--- config.mk ---
export PLATFORM = sky130hd
export DESIGN_NAME = bcd_event_counter
export DESIGN_NICKNAME = d
export VERILOG_FILES = /design/src/rtl/bcd_ctr_pkg.sv /design/src/rtl/bcd_ctr_edge.sv /design/src/rtl/bcd_ctr_preset.sv /design/src/rtl/bcd_ctr_digits.sv /design/src/rtl/bcd_event_counter.sv
export SDC_FILE = /design/constraint.sdc
export NUM_CORES = 1
export LEC_CHECK = 0
export ABC_AREA = 1
export ABC_CLOCK_PERIOD_IN_PS = 12250
export BUFFER_PORTS_ARGS = -buffer_cell sky130_fd_sc_hd__buf_2
export CELL_PAD_IN_SITES_DETAIL_PLACEMENT = 0
export CELL_PAD_IN_SITES_GLOBAL_PLACEMENT = 1
export CORE_ASPECT_RATIO = 0.8
export CORE_MARGIN = 1
export CORE_UTILIZATION = 46
export CTS_CLUSTER_DIAMETER = 200
export DETAILED_ROUTE_END_ITERATION = 8
export PLACE_DENSITY = 0.95
export SETUP_SLACK_MARGIN = 0.1
export SKIP_CTS_REPAIR_TIMING = 1
export SLEW_MARGIN = 25
export SYNTH_ARGS = -nofsm -noshare
export SYNTH_HDL_FRONTEND = slang
export SYNTH_SLANG_ARGS = --single-unit
export TNS_END_PERCENT = 30
--- constraint.sdc ---
create_clock -name clk -period 12.25 [get_ports clk]
set_clock_uncertainty 0.2 [all_clocks]
set_input_delay 1.8375 -clock clk [delete_from_list [all_inputs] [get_ports clk]]
set_output_delay 1.8375 -clock clk [all_outputs]
set_load 0.1 [all_outputs]
--- src/rtl/bcd_ctr_pkg.sv ---
// Shared types for the saturating decimal event counter.
// Assumes: used by all counter submodules; no state of its own.
package bcd_ctr_pkg;

    // Action selected for the count register in one cycle.
    typedef enum logic [2:0] {
        ACT_HOLD  = 3'd0,
        ACT_CLEAR = 3'd1,
        ACT_LOAD  = 3'd2,
        ACT_INC   = 3'd3,
        ACT_DEC   = 3'd4
    } ctr_act_e;

    // Number of request inputs that go through edge detection.
    localparam int unsigned NUM_REQ = 3;
    localparam int unsigned REQ_UP   = 0;
    localparam int unsigned REQ_DOWN = 1;
    localparam int unsigned REQ_LOAD = 2;

endpackage

--- src/rtl/bcd_ctr_edge.sv ---
// Rising-edge detector for a group of request levels with a shared rearm.
// fire[i] is high in the cycle where lvl[i] is high after having been low,
// or where rearm rises while lvl[i] is high.
// Assumes: synchronous active-low reset; the memory reads as all low after it.
module bcd_ctr_edge #(
    parameter int unsigned N = 3
) (
    input  logic         clk,
    input  logic         rst_n,
    input  logic [N-1:0] lvl,
    input  logic         rearm,
    output logic [N-1:0] fire
);

    logic [N-1:0] lvl_q;
    logic         rearm_q;
    logic         rearm_rise;

    // Remember last-cycle levels of the requests and of rearm.
    always_ff @(posedge clk) begin
        if (!rst_n) begin
            lvl_q   <= '0;
            rearm_q <= 1'b0;
        end else begin
            lvl_q   <= lvl;
            rearm_q <= rearm;
        end
    end

    // Rearm rising edge, shared by all request lanes.
    assign rearm_rise = rearm & ~rearm_q;

    // One lane per request: a native edge or a rearm-triggered re-fire.
    for (genvar i = 0; i < N; i++) begin : g_lane
        assign fire[i] = lvl[i] & (~lvl_q[i] | rearm_rise);
    end

endmodule

--- src/rtl/bcd_ctr_preset.sv ---
// Converts a packed decimal load value to binary and flags bad digits.
// Assumes: digit i sits in bits 4i+3:4i, digit 0 least significant.
module bcd_ctr_preset #(
    parameter int unsigned DIGITS = 3,
    parameter int unsigned CW     = 10
) (
    input  logic [4*DIGITS-1:0] bcd_in,
    output logic [CW-1:0]       bin_out,
    output logic                valid
);

    logic [DIGITS-1:0] digit_ok;

    // Per-digit range check.
    for (genvar i = 0; i < DIGITS; i++) begin : g_chk
        assign digit_ok[i] = (bcd_in[4*i +: 4] <= 4'd9);
    end

    assign valid = &digit_ok;

    // Horner accumulation from the most significant digit downward.
    always_comb begin
        bin_out = '0;
        for (int i = DIGITS - 1; i >= 0; i--) begin
            bin_out = CW'(bin_out * CW'(10)) + CW'(bcd_in[4*i +: 4]);
        end
    end

endmodule

--- src/rtl/bcd_ctr_digits.sv ---
// Presents a binary count as packed decimal digits.
// Assumes: the input never exceeds 10^DIGITS-1, so every digit fits 0..9.
module bcd_ctr_digits #(
    parameter int unsigned DIGITS = 3,
    parameter int unsigned CW     = 10
) (
    input  logic [CW-1:0]       bin_in,
    output logic [4*DIGITS-1:0] bcd_out
);

    // Repeated divide by ten, least significant digit first.
    always_comb begin
        logic [CW-1:0] rest;
        rest    = bin_in;
        bcd_out = '0;
        for (int i = 0; i < DIGITS; i++) begin
            bcd_out[4*i +: 4] = 4'(rest % CW'(10));
            rest              = rest / CW'(10);
        end
    end

endmodule

--- src/rtl/bcd_event_counter.sv ---
// Saturating up/down decimal event counter with static clear and rearm.
// Requests act on rising edges; clear acts on level and blocks all else.
// Priority per cycle: clear, then load (dropped when the preset is not
// decimal), then up+down cancel, then single up or down with saturation.
// Assumes: synchronous active-low reset; all inputs synchronous to clk.
module bcd_event_counter
    import bcd_ctr_pkg::*;
#(
    parameter int unsigned DIGITS = 3,
    localparam int unsigned MAXV  = (10 ** DIGITS) - 1,
    localparam int unsigned CW    = $clog2(MAXV + 1)
) (
    input  logic                clk,
    input  logic                rst_n,
    input  logic                up_in,
    input  logic                down_in,
    input  logic                load_in,
    input  logic                clear_in,
    input  logic                rearm_in,
    input  logic [4*DIGITS-1:0] preset_bcd,
    output logic [CW-1:0]       count_bin,
    output logic [4*DIGITS-1:0] count_bcd,
    output logic                nonzero
);

    logic [NUM_REQ-1:0] req_lvl;
    logic [NUM_REQ-1:0] req_fire;
    logic [CW-1:0]      preset_bin;
    logic               preset_ok;
    logic [CW-1:0]      count_q;
    ctr_act_e           act;

    // Gather request levels into lanes for the edge detector.
    assign req_lvl[REQ_UP]   = up_in;
    assign req_lvl[REQ_DOWN] = down_in;
    assign req_lvl[REQ_LOAD] = load_in;

    bcd_ctr_edge #(.N(NUM_REQ)) u_edge (
        .clk   (clk),
        .rst_n (rst_n),
        .lvl   (req_lvl),
        .rearm (rearm_in),
        .fire  (req_fire)
    );

    bcd_ctr_preset #(.DIGITS(DIGITS), .CW(CW)) u_preset (
        .bcd_in  (preset_bcd),
        .bin_out (preset_bin),
        .valid   (preset_ok)
    );

    // Choose this cycle's action by fixed priority.
    always_comb begin
        act = ACT_HOLD;
        if (clear_in) begin
            act = ACT_CLEAR;
        end else if (req_fire[REQ_LOAD]) begin
            act = preset_ok ? ACT_LOAD : ACT_HOLD;
        end else if (req_fire[REQ_UP] && req_fire[REQ_DOWN]) begin
            act = ACT_HOLD;
        end else if (req_fire[REQ_UP]) begin
            act = (count_q == CW'(MAXV)) ? ACT_HOLD : ACT_INC;
        end else if (req_fire[REQ_DOWN]) begin
            act = (count_q == '0) ? ACT_HOLD : ACT_DEC;
        end
    end

    // Count register update.
    always_ff @(posedge clk) begin
        if (!rst_n) begin
            count_q <= '0;
        end else begin
            unique case (act)
                ACT_CLEAR: count_q <= '0;
                ACT_LOAD:  count_q <= preset_bin;
                ACT_INC:   count_q <= count_q + CW'(1);
                ACT_DEC:   count_q <= count_q - CW'(1);
                default:   count_q <= count_q;
            endcase
        end
    end

    bcd_ctr_digits #(.DIGITS(DIGITS), .CW(CW)) u_digits (
        .bin_in  (count_q),
        .bcd_out (count_bcd)
    );

    assign count_bin = count_q;
    assign nonzero   = |count_q;

endmodule

# After elaboration in Yosys (flattened, before gate mapping)
# Index checks and enable logic that the tools add are counted.
# word_totals
inputBits	19
word_cells	47
reg_bits	14
out_inout_bits	23
# classes
n_reduce_logical	5
eq_ne	5
n_bitwise	11
n_lt_le_gt_ge	3
n_mul	2
mux	9
div_mod_pow	5
add_sub_neg	4
# op_table
cell	count
one-hot mux 10 bit (4 select lines)	1
remainder unit 10 x 4 -> 10 bit, second input constant	3
adder 10 x 4 -> 10 bit	2
divider 10 x 4 -> 10 bit, second input constant	2
2-to-1 mux 3 bit	6
less-or-equal comparator 4 bit, second input constant	3
adder 10 x 1 -> 10 bit, second input constant	1
== test 10 bit, second input constant	1
logical NOT 10 bit	1
multiplier 10 x 3 -> 9 bit, second input constant	1
OR reduction 10 bit	1
subtractor 10 x 1 -> 10 bit, second input constant	1
multiplier 4 x 3 -> 7 bit, second input constant	1
== test 3 x 2 -> 1 bit, second input constant	2
AND 1 bit	4
2-to-1 mux 2 bit	2
inverter 1 bit	4
nonzero test 4 bit	1
== test 3 x 1 -> 1 bit, second input constant	1
== test 3 bit, second input constant	1
bitwise OR 1 bit	3
AND reduction 3 bit	1
logical AND 1 bit	1

# Longest topological paths before layout
# depth
depth_word	11
depth_mapped	47
ltp_nobuf	47

# Hierarchy
# A second synthesis with hierarchy kept.
# unflattened
hier_cells	582
hier_area_um2	3584.7
# modules_own_cells
module	n_inst	cells_each	seq_area_each_um2	area_per_inst_um2
bcd_ctr_digits	1	257	0.0	1493.9
bcd_event_counter	1	178	200.2	1084.8
bcd_ctr_preset	1	127	0.0	848.3
bcd_ctr_edge	1	20	80.1	157.7

# Worst setup path before layout
# No wires, ideal clock.
# synth_path
path_kind	register to output
start	reg count_q[9], in the netlist count_bin[9]
end	out count_bcd[10]
required_time_ps	10212
n_path_buf	1
slack_ps	3886
path_stages_with_launch	38
t_arrival_ps	6327
path_cell_list	dfxtp_1 buf_4 nand3_2 nand2_1 inv_2 o21bai_4 nand2_4 nand2_2 nand2_2 nand2_2 nor2_1 o21bai_2 nand3_2 nand2_4 nand3_1 nand3_2 nand2_2 nand2_2 (+2 left out) inv_2 a21oi_2 nand4_2 nand3_2 nand2_2 nor2_4 nand3_4 nand2_1 nand2_2 inv_1 ha_1 inv_1 nor2_1 nand3_2 nand3_4 inv_4 ha_1 a21oi_1
# synth_via
elab_chain_cells	3
# synth_rtl
element	line_no	rtl
from (decl)	bcd_event_counter.sv:30	logic [CW-1:0] count_q;
from (signal assigned)	bcd_event_counter.sv:75	ACT_LOAD: count_q <= preset_bin;
from (signal assigned)	bcd_event_counter.sv:76	ACT_INC: count_q <= count_q + CW'(1);
from (signal assigned)	bcd_event_counter.sv:77	ACT_DEC: count_q <= count_q - CW'(1);
divider 10 x 4 -> 10 bit (2 in a row)	bcd_ctr_digits.sv:18	rest = rest / CW'(10);
remainder unit 10 x 4 -> 10 bit	bcd_ctr_digits.sv:17	bcd_out[4*i +: 4] = 4'(rest % CW'(10));
to (decl)	bcd_event_counter.sv:22	output logic [4*DIGITS-1:0] count_bcd,
# No other way between the ends.

# Worst setup path in the final report
# layout_path
start	reg count_q[9], in the netlist count_bin[9]
end	out count_bcd[7]
# layout_via
elab_chain_cells	2
# layout_rtl
element	line_no
divider 10 x 4 -> 10 bit	bcd_ctr_digits.sv:18
remainder unit 10 x 4 -> 10 bit	bcd_ctr_digits.sv:17
# No other way between the ends.

==> results.md <==
* Register cell area after layout at 280.3 sq um
* Primary flip-flop cell chosen by synthesis mapping: dfxtp_1
* Cell type with the largest total area after synthesis: ha_1
* Highest clock rate at 0.1279 GHz
* Input/output buffers at 41
* Avg WL per Cell at 12.23 um
* Post-layout minimum cycle time at 7.821 ns
* Total Routed Length at 7.743 mm
* Number of max-slew violations in the final report at 0
* Final hold violation count at 0
* Vert. Die Dim at 77.33 um
* Number of antenna violations at the first check in global routing at 0
* Number of global-route vias before repair at 2993
* Critical setup path kind: reg2out
* VDD IR max at 100.8 uV
* Max-capacitance violation count at 0
* Core area at 6858 sq um
* Fraction of layout instances using a drive strength above 1 at 23.99%
* Diode count at 0
* Final Power at 465.0 uW
* Clock insertion delay at the later pin of the skew report at 0.25 ns
* Master cell of the clock root buffer: clkbuf_8
* Cell leakage power at 0.002068 uW
* Sequential cell area fraction in the yosys report at 8.589%
* Outcome: finished, final reports clean
* Peak per-stage delay on the critical path at 0.65 ns
* Slowest cell on the critical path: dfxtp_1
* Area enclosed by the die boundary at 7436 sq um
* CTS tree: done
* Total nets after synthesis at 564
* First-pass GRT wire length at 13.36 mm
* Number of nets in the final layout at 608
* CTS HTree Levels at 1
* Power density relative to cell area at 128.1 nW/um^2
* Instance count of the mapped netlist at 503
* Clk sink count at 14
* Pin count of the biggest net entering global routing at 12
* Half-perimeter wire length after detailed placement at 6.538 mm
* Transition time at the pin with the least slew margin at 0.6489 ns
* Area share of the largest cell type after synthesis at 14.19%
* Initial cell density of the core at 47.58%
* Number of inserted filler cells in the final layout at 690
* Overflow left after global routing at 0
* Longest Clk Path Bufs at 2
* Post-route antenna net violation count at 0
* Syn avg cell area at 6.487 sq um
* Placement Rows at 27
* CTS clk-pin slew, worst paths at 0.06 ns
* Worst hold path type: reg2reg
* Critical path arrival at 5.78 ns
* Max-slew headroom at 56.50%
* Number of library cell types mapped by synthesis at 47
* Number of buffers inserted during clock tree synthesis at 3
* Crit path capture type: output pin
* CP Buf/Inv Count at 6
* Final number of setup-violating endpoints at 0
* Post-synthesis sequential element count at 14
* Ys async rst share at 0%
* Area of the mapped netlist at 3263 sq um
* Largest driver fanout on the critical path at 11
* Count of warnings emitted by yosys at 0
* Overall fraction of global-route tracks in use at 21.91%
* Num ports at 42
* Kind of cell with the highest combined delay on the critical path: simple AND/OR/NAND/NOR gates
* EDFF count, synth at 0
* Combined area of the multi-input logic cells at 2574 sq um
* Detail-routed via count per cell at 5.128
* Final weighted congestion in routability-driven placement at 0.8795
* Area growth from synthesis to layout at 11.27%
* Startpoint kind of the worst setup timing path: flop
* Number of design rule violations left after detail routing at 0
* Share of the core filled with cells in the final layout at 52.95%
* Floorplan die width at 96.17 um
* Number of vias after detailed routing at 3246
* Cell types with the largest area share after synthesis: ha_1, nand2_1, inv_1, dfxtp_1, nand3_1
* First-pass DRT Iterations at 4
* Unrepaired setup endpoints after global routing: no
* DRC violation total after the first TritonRoute iteration at 108
* Setup TNS at 0 ns
* Part of the cycle the worst path needs at 63.85%
* Required time reported for the critical path endpoint at 10.21 ns
sequential cells by signal (all words and copies together) (netlist names):
register / cells
u_edge.lvl_q: 3
count_bin: 10
u_edge.rearm_q: 1
metrics by stage:
| stage | std cells | cell area, sq um | hold slack, ns | setup slack (ns) |
|---|---|---|---|---|
| 2_1_floorplan | 503 | 3263 | 0.5758 | 3.886 |
| 3_3_place_gp | 629 | 3571 | 0.3809 | 4.914 |
| 3_5_place_dp | 629 | 3576 | 0.3838 | 4.721 |
| 4_1_cts | 633 | 3631 | 0.3937 | 4.438 |
| 5_1_grt | 633 | 3631 | 0.4146 | 3.814 |
| 6_report | 633 | 3631 | 0.3931 | 4.429 |
cell usage after synthesis (2+ instances only):
library cell	instances
nand3_4	2
a21o_1	2
nor2_4	3
nand3_1	36
o221ai_1	2
o21bai_4	2
nor2_1	30
buf_4	2
a21oi_1	25
dfxtp_1	14
o21bai_1	4
o21ai_2	2
a31oi_1	4
xnor2_1	7
nand4_1	12
inv_2	11
o21ai_0	21
nor2_2	4
ha_1	37
a21oi_2	3
a22oi_1	2
nor3_1	5
nand3_2	13
nand2_4	13
nand2_1	100
nor4_1	4
xor2_1	11
inv_1	88
nand2_2	21
or2_2	2
fa_1	5
metal layers:
layer	GRT usage [%]	share of wire, %	up-vias
met5	0	0	-
met4	2.239	0.28	0
met3	1.961	2.6	4
met2	34.18	41	49
met1	33.27	56	1462
li1	-	-	1731
cells in the final DEF (no fill, tap or decap), types with 5 or more instances in the layout:
cell type  synthesis  layout
o21ai_0           21      21
nand3_1           36      36
nand2_1          100     100
nand2_2           21      21
nand3_2           13      13
nand4_1           12      12
xor2_1            11      11
nor2_1            30      30
inv_1             88      88
fa_1               5       5
inv_2             11      11
dfxtp_1           14      14
nand2_4           13      13
xnor2_1            7       7
buf_2              1      41
a21oi_1           25      25
ha_1              37      37
final cells by class:
type | count | area share [%]
clock buffers | 4 | 1.516
inverters | 102 | 11.03
multi-input cells | 384 | 70.88
flip-flops and latches | 14 | 7.719
well taps | 87 | 2.998
repair buffers | 42 | 5.858
where the power goes:
group	total [uW]	leakage [uW]	switching [uW]	internal, uW
registers	52.3	0.000114	4.55	47.7
logic	367	0.00193	269	97.5
clock network	46.1	0.0000288	17.6	28.5
total	465	0.00207	291	174
cells by family after synthesis:
| kind of cell | Yosys count | share of synthesized area [%] |
|---|---|---|
| and+or+nand+nor | 247 | 40.68 |
| buffers and inverters | 105 | 12.88 |
| AOI/OAI and AO/OA | 76 | 15.45 |
| adders and majority gates | 42 | 17.25 |
| xor gates and xnor gates | 18 | 4.831 |
| DFF | 14 | 8.589 |
| muxes | 1 | 0.3068 |
worst register-to-register path: stages (launching register included):
cell and delay, ns:
dfxtp_1 0.43, nor4_1 0.35, nand4_1 0.19, inv_1 0.13, nor4_2 0.04, buf_4 0.18, ha_1 0.34, a21oi_1 0.15
o31ai_1 0.11, a21o_1 0.17, a21oi_1 0.22, o21ai_0 0.14, inv_1 0.07, nor2_1 0.04, nor2_1 0.09, inv_1 0.05
a21oi_1 0.18, xor2_1 0.16, o221ai_1 0.11, nand2_1 0.08, inv_1 0.03
final timing paths:
check	end	slack, ns	startpoint	cells past startpoint
setup / recovery	count_bcd[7]	4.43	count_bin[9]$_SDFFE_PN0P_	42
hold / removal	count_bin[0]$_SDFFE_PN0P_	0.39	count_bin[0]$_SDFFE_PN0P_	2
setup reg to reg	count_bin[9]$_SDFFE_PN0P_	8.69	count_bin[1]$_SDFFE_PN0P_	20
hold reg to reg	count_bin[0]$_SDFFE_PN0P_	0.39	count_bin[0]$_SDFFE_PN0P_	2
No activity file was read; power rests on OpenSTA's default activity.
